===== src/rtl/pfx_pkg.sv =====
package pfx_pkg;

    typedef struct packed {
        logic g;
        logic p;
    } gp_t;

    // Prefix merge: high span over low span
    function automatic gp_t gp_merge(input gp_t hi, input gp_t lo);
        gp_t r;
        r.g = hi.g | (hi.p & lo.g);
        r.p = hi.p & lo.p;
        return r;
    endfunction

endpackage


===== src/rtl/pfx_bit_gp.sv =====
module pfx_bit_gp #(
    parameter int WIDTH = 16
) (
    input  logic [WIDTH-1:0] a_i,
    input  logic [WIDTH-1:0] b_i,
    output logic [WIDTH-1:0] g_o,
    output logic [WIDTH-1:0] p_o
);
    genvar i;
    generate
        for (i = 0; i < WIDTH; i++) begin : g_bit
            assign g_o[i] = a_i[i] & b_i[i];
            assign p_o[i] = a_i[i] ^ b_i[i];
        end
    endgenerate
endmodule


===== src/rtl/pfx_tree.sv =====
module pfx_tree #(
    parameter int WIDTH = 16
) (
    input  logic             cin_i,
    input  logic [WIDTH-1:0] g_i,
    input  logic [WIDTH-1:0] p_i,
    // column k holds the group generate from bit k-1 down to the carry-in
    output logic [WIDTH-1:0] grp_g_o
);
    import pfx_pkg::*;

    localparam int LEVELS = $clog2(WIDTH);

    gp_t col [LEVELS+1][WIDTH];

    genvar l, k;
    generate
        // level 0: column 0 is the carry-in, column k is bit k-1
        for (k = 0; k < WIDTH; k++) begin : g_seed
            if (k == 0) begin : g_cin
                assign col[0][k].g = cin_i;
                assign col[0][k].p = 1'b0;
            end else begin : g_bit
                assign col[0][k].g = g_i[k-1];
                assign col[0][k].p = p_i[k-1];
            end
        end

        for (l = 0; l < LEVELS; l++) begin : g_lvl
            for (k = 0; k < WIDTH; k++) begin : g_col
                if (((k >> l) & 1) == 1) begin : g_cell
                    localparam int SRC = ((k >> l) << l) - 1;
                    assign col[l+1][k] = gp_merge(col[l][k], col[l][SRC]);
                end else begin : g_pass
                    assign col[l+1][k] = col[l][k];
                end
            end
        end

        for (k = 0; k < WIDTH; k++) begin : g_out
            assign grp_g_o[k] = col[LEVELS][k].g;
        end
    endgenerate
endmodule


===== src/rtl/pfx_sum.sv =====
module pfx_sum #(
    parameter int WIDTH = 16
) (
    input  logic [WIDTH-1:0] g_i,
    input  logic [WIDTH-1:0] p_i,
    input  logic [WIDTH-1:0] grp_g_i,
    output logic [WIDTH-1:0] sum_o,
    output logic             cout_o
);
    assign sum_o  = p_i ^ grp_g_i;
    assign cout_o = g_i[WIDTH-1] | (p_i[WIDTH-1] & grp_g_i[WIDTH-1]);
endmodule


===== src/rtl/pfx_add_reg.sv =====
module pfx_add_reg #(
    parameter int WIDTH = 16
) (
    input  logic             clk_i,
    input  logic             rst_i,
    input  logic [WIDTH-1:0] a_i,
    input  logic [WIDTH-1:0] b_i,
    input  logic             cin_i,
    output logic [WIDTH-1:0] sum_o,
    output logic             cout_o
);
    logic [WIDTH-1:0] a_q, b_q;
    logic             cin_q;
    logic [WIDTH-1:0] g_w, p_w, grp_w, sum_w;
    logic             cout_w;

    // launch register
    always_ff @(posedge clk_i) begin
        if (rst_i) begin
            a_q   <= '0;
            b_q   <= '0;
            cin_q <= 1'b0;
        end else begin
            a_q   <= a_i;
            b_q   <= b_i;
            cin_q <= cin_i;
        end
    end

    pfx_bit_gp #(.WIDTH(WIDTH)) gp_i (
        .a_i(a_q), .b_i(b_q), .g_o(g_w), .p_o(p_w)
    );

    pfx_tree #(.WIDTH(WIDTH)) tree_i (
        .cin_i(cin_q), .g_i(g_w), .p_i(p_w), .grp_g_o(grp_w)
    );

    pfx_sum #(.WIDTH(WIDTH)) sum_i (
        .g_i(g_w), .p_i(p_w), .grp_g_i(grp_w), .sum_o(sum_w), .cout_o(cout_w)
    );

    // capture register
    always_ff @(posedge clk_i) begin
        if (rst_i) begin
            sum_o  <= '0;
            cout_o <= 1'b0;
        end else begin
            sum_o  <= sum_w;
            cout_o <= cout_w;
        end
    end

    // arithmetic reference for the checks
    logic [WIDTH:0] ref_w;
    assign ref_w = {1'b0, a_q} + {1'b0, b_q} + {{WIDTH{1'b0}}, cin_q};

    a_r1_sum_one_clock: assert property (@(posedge clk_i) disable iff (rst_i)
        1'b1 |=> sum_o == $past(ref_w[WIDTH-1:0]));

    a_r2_cout_top_bit: assert property (@(posedge clk_i) disable iff (rst_i)
        1'b1 |=> cout_o == $past(ref_w[WIDTH]));

    a_r4_reset_clears: assert property (@(posedge clk_i)
        rst_i |=> (sum_o == '0 && !cout_o));

    a_r5_zero_in_zero_out: assert property (@(posedge clk_i) disable iff (rst_i)
        (a_q == '0 && b_q == '0 && !cin_q) |=> (sum_o == '0 && !cout_o));
endmodule


===== config.mk =====
export PLATFORM = sky130hd
export DESIGN_NAME = pfx_add_reg
export DESIGN_NICKNAME = d
export VERILOG_FILES = /design/src/rtl/pfx_pkg.sv /design/src/rtl/pfx_bit_gp.sv /design/src/rtl/pfx_tree.sv /design/src/rtl/pfx_sum.sv /design/src/rtl/pfx_add_reg.sv
export SDC_FILE = /design/constraint.sdc
export NUM_CORES = 1
export LEC_CHECK = 0
export BUFFER_PORTS_ARGS = -buffer_cell sky130_fd_sc_hd__buf_2
export CAP_MARGIN = 20
export CELL_PAD_IN_SITES_DETAIL_PLACEMENT = 2
export CELL_PAD_IN_SITES_GLOBAL_PLACEMENT = 2
export CORE_MARGIN = 10
export CORE_UTILIZATION = 32
export DETAILED_ROUTE_END_ITERATION = 16
export GPL_TIMING_DRIVEN = 0
export PLACE_DENSITY_LB_ADDON = 0.1
export SLEW_MARGIN = 15
export SYNTH_ARGS = -nofsm -noshare
export SYNTH_HDL_FRONTEND = slang
export SYNTH_SLANG_ARGS = --single-unit

===== constraint.sdc =====
create_clock -name clk_i -period 2.8 [get_ports clk_i]
set_input_delay 0.56 -clock clk_i [delete_from_list [all_inputs] [get_ports clk_i]]
set_output_delay 0.56 -clock clk_i [all_outputs]
set_load 0.01 [all_outputs]

==> out/metrics.sh <==
CP_CELL_SEQUENCE='inv_1 -> fa_1 -> nor2b_4 -> o311a_4 -> o211ai_2 -> a21boi_2 -> a31o_1 -> a21oi_1 -> fa_1 -> nor2_1'
SEQ_POWER_SHARE=0.555
P_PER_AREA_nW_PER_UM2=589
CTSRESIZECOUNT=0
AREA_DELTA_SYNTH_FINAL_PCT=22.8
IO-PIN-COUNT=52
PLACED_AREA_UM2=2280
HPWL_UM=3880
SYNTH_AREA_PER_CELL_UM2=11.2
FMAXACHIEVABLE_GHz=0.388
FP.DIEW_UM=97.7
POWER.CLOCK.FRACTION=0.307
ROUTED-VIA-COUNT=1403
OUTCOME='finished, final reports clean'
SYNTHESIS.INSTANCES=172
CRIT_PATH_END_KIND='flop'
CTS.REPORTEDPATHS.CLKPINSLEW_NS=0.08
CTS_NUM_SINKS=50
GRT_PASS1_VIAS=1697
POWER_LEAKAGE_nW=1.13
SWSHARE=0.246
FINALMAXSLEWVIOLATIONS=0
DESIGN.FINAL.NETS=284
MOST_USED_ROUTING_LAYER='met2'
VDD_DROP_MAX_V=0.000229
PLACEMENT_STAGE_WORST_SETUP_SLACK_NS=0.219
COMB_POWER_SHARE=0.138
CRIT_PATH_TOP_DELAY_CELL='fa_1'
GRT_SETUP_UNREPAIRED='no'
POST_ROUTE_CELLS_DRIVE_ABOVE_1_SHARE=0.277
SMALLEST_SETUP_SLACK_AFTER_LAYOUT_NS=0.222
WORST_SLEW_MARGIN_REL=0.584
FINALCLOCKSKEW_NS=0.00661
INITIAL_ANTENNA_VIOLATION_COUNT=0
GROUTE.LAYER.MET3.USAGE=0.0377
MAX_CAP_VIOL_COUNT=0
DIE_HEIGHT_UM=97.7
HOLD_CLASS='in2reg'
SYNTHESIS.NETS=226
USE_MET1=0.104
R2R_START='a_q[0]'
DRC_VIOLS=0
CRITICAL_PATH_CLASS='reg2reg'
OVERFLOW=0
CRIT-REG2REG-CAPTURE='sum_o[15]'
TIGHTEST_SLEW_NS=0.625
ARRIVAL_NS=2.76
GLOBAL_ROUTE.USAGE.MET2=0.196
GLOBALROUTETOTALUTIL=0.105
TRITONCTS='done'
DESIGN.DIE.AREA_UM2=9540
REQUIRED_ARRIVAL_TIME_AT_THE_WORST_ENDPOINT_NS=2.98
GLOBAL_ROUTE_WIRE_LENGTH_BEFORE_REPAIR_UM=8220
TRITONCTS.NUM_BUFFERS=5
STARTPOINT_TYPE='flop'
CTS-HTREE-LEVELS=2
DETAILEDROUTE.FIRSTITERATIONVIOLATIONS=12
R2R_SETUP_SLACK_NS=0.22
R2R.WORST_PATH.CELLS=10
ANT_NETS=0
SETUP_TNS_NS=0
DETAIL_ROUTE.VIAS_PER_CELL=4.58
TIMING.CRITICAL_PATH.BUF_INV=1
CLK_ROOT_BUFFER_CELL='clkbuf_8'
ROWS=28
ROUTE.FINAL.WIRE_LENGTH_UM=4720
CRITICAL_PATH_PEAK_FANOUT=3
ROUTE.DETAILED.WL_PER_INST_UM=15.4
TIMING.HOLD.WORST_ENDPOINT='b_q[12]'
YS_SEQ_AREA_FRAC=0.519
FIN_TOTAL_PWR_W=0.00140
TIMING.HOLD.WORST.START='b_i[12]'
FINAL_DESIGN_AREA_NO_FILL_UM2=2370
SYNTH_CELL_TYPE_COUNT=33
GLOBALPLACE.CONGESTION=0.690
CORE_AREA_UM2=5890
SYNTH_AREA_UM2=1930
CRITICAL-PATH-MAX-STAGE-DELAY_NS=0.52
P_SWITCHING_W=0.000343
GRT_MAX_DEGREE=15
HOLD_PATH_DEPTH=2
ANTENNA-DIODE-COUNT=0
SETUP-VIOLATIONS-FINAL=0
CLOCK_LATENCY_NS=0.30
SYNTH.YOSYS.WARNINGS=0
PORTBUFFERS=51
CLOCK_PATH_BUFFERS=2
NUMBER_OF_REGISTER_BITS_INFERRED_BY_SYNTHESIS=50
FINALWORSTPATHREQUIREDPERIOD_NS=2.58
SETUP_REPAIR_BUFS_AFTER_CTS=0
START_UTIL=0.328
SYNTH_ENABLE_FLOP_CELLS=0
DRT_PRE_ANTENNA_ITERS=2
POST_CTS_HOLD_BUFFER_COUNT=0
POWER.INTERNAL_W=0.00105
CRITICAL_PATH.MOST_COMMON_CELL='fa_1'
FINAL_HOLD_VIOL_COUNT=0
YS_ASYNC_SR_FRACTION=0
SYNTH_FF_TYPE='dfxtp_1'
TIMING.CRITICAL_PATH.MAX_DELAY_FAMILY='adder cells'
LAYOUT_WORST_PATH_CYCLE_SHARE=0.921
cell type report:
class / instances / area, um^2
inverters: 7 / 26.3
flip-flops and latches: 50 / 1000
multi-input cells: 110 / 883
repair buffers: 51 / 255
fillers: 660 / 3520
clock inverters: 1 / 5.00
plain buffers: 5 / 18.8
clock buffers: 7 / 86.3
well taps: 75 / 93.8
routing by layer:
| layer | routed length (um) | share of wire |
|---|---|---|
| met3 | 257 | 0.054 |
| met5 | 0 | 0 |
| met2 | 2460 | 0.52 |
| met4 | 75 | 0.016 |
| met1 | 1930 | 0.41 |
sequential cells by signal (all words and copies together), names as in the netlist:
register  cells
b_q          16
a_q          16
sum_o        16
cout_o        1
cin_q         1
cell usage in the layout, fill, tap and decap left out, types with 2 or more instances in the layout:
cell type  Yosys  layout
a21oi_1        4       4
dfxtp_1       50      50
nor3_1         4       4
buf_2          0      51
nor2b_1       36      36
a21o_1         6       6
nor2_1        12      12
xnor2_1        4       4
clkbuf_8       0       6
ha_1          14      14
fa_1           5       5
inv_1          7       7
nand2_1        3       3
xor2_1         2       2
clkbuf_1       5       6
Yosys cell counts, types with 2 or more instances:
cell type,instances,share of area
dfxtp_1,50,0.52
nor2b_1,36,0.12
ha_1,14,0.091
nor2_1,12,0.023
inv_1,7,0.014
a21o_1,6,0.023
clkbuf_1,5,0.0097
fa_1,5,0.052
a21oi_1,4,0.010
nor3_1,4,0.010
xnor2_1,4,0.018
nand2_1,3,0.0058
xor2_1,2,0.0091
worst reg2reg max path, delay by kind of cell, from the launching register on:
family	cells	cell delay (ns)
fa+ha+maj	2	1.01
simple gates	2	0.22
flops	1	0.32
buf+inv	1	0.05
compound gates	5	0.86
worst max-delay path by stage:
stage | from | cells after the start | slack, ns | endpoint
after floorplan | a_q[0] | 10 | 0.48 | sum_o[15]
after global placement | a_q[0] | 10 | 0.27 | sum_o[15]
after detailed placement | a_q[0] | 10 | 0.22 | sum_o[15]
after CTS | a_q[0] | 10 | 0.19 | sum_o[15]
after global routing | a_q[0] | 10 | 0.07 | sum_o[15]
final | a_q[0] | 10 | 0.22 | sum_o[15]
stage by stage:
step,utilization,hold slack (ns),std cells
6_report,0.403,0.464,306
5_1_grt,0.403,0.458,306
4_1_cts,0.403,0.455,306
3_5_place_dp,0.387,0.607,298
3_3_place_gp,0.387,0.566,298
2_1_floorplan,-,0.552,172
kinds of logic after synthesis:
logic type,after synthesis,share of synthesized area
and+or+nand+nor,62,0.185
DFF,50,0.519
AOI/OAI and AO/OA,22,0.0947
adders and majority gates,19,0.143
buffers and inverters,12,0.0233
xor gates and xnor gates,6,0.0272
muxes,1,0.00778
power by group through the flow:
stage	registers, W	logic, W	clock network [W]
floorplan	0.000802	0.000106	0
CTS	0.000776	0.000200	0.000449
detailed placement	0.000793	0.000199	0
global route	0.000781	0.000223	0.000481
finish	0.000775	0.000193	0.000429
global placement	0.000790	0.000188	0
(Power assumes the default switching activity.)
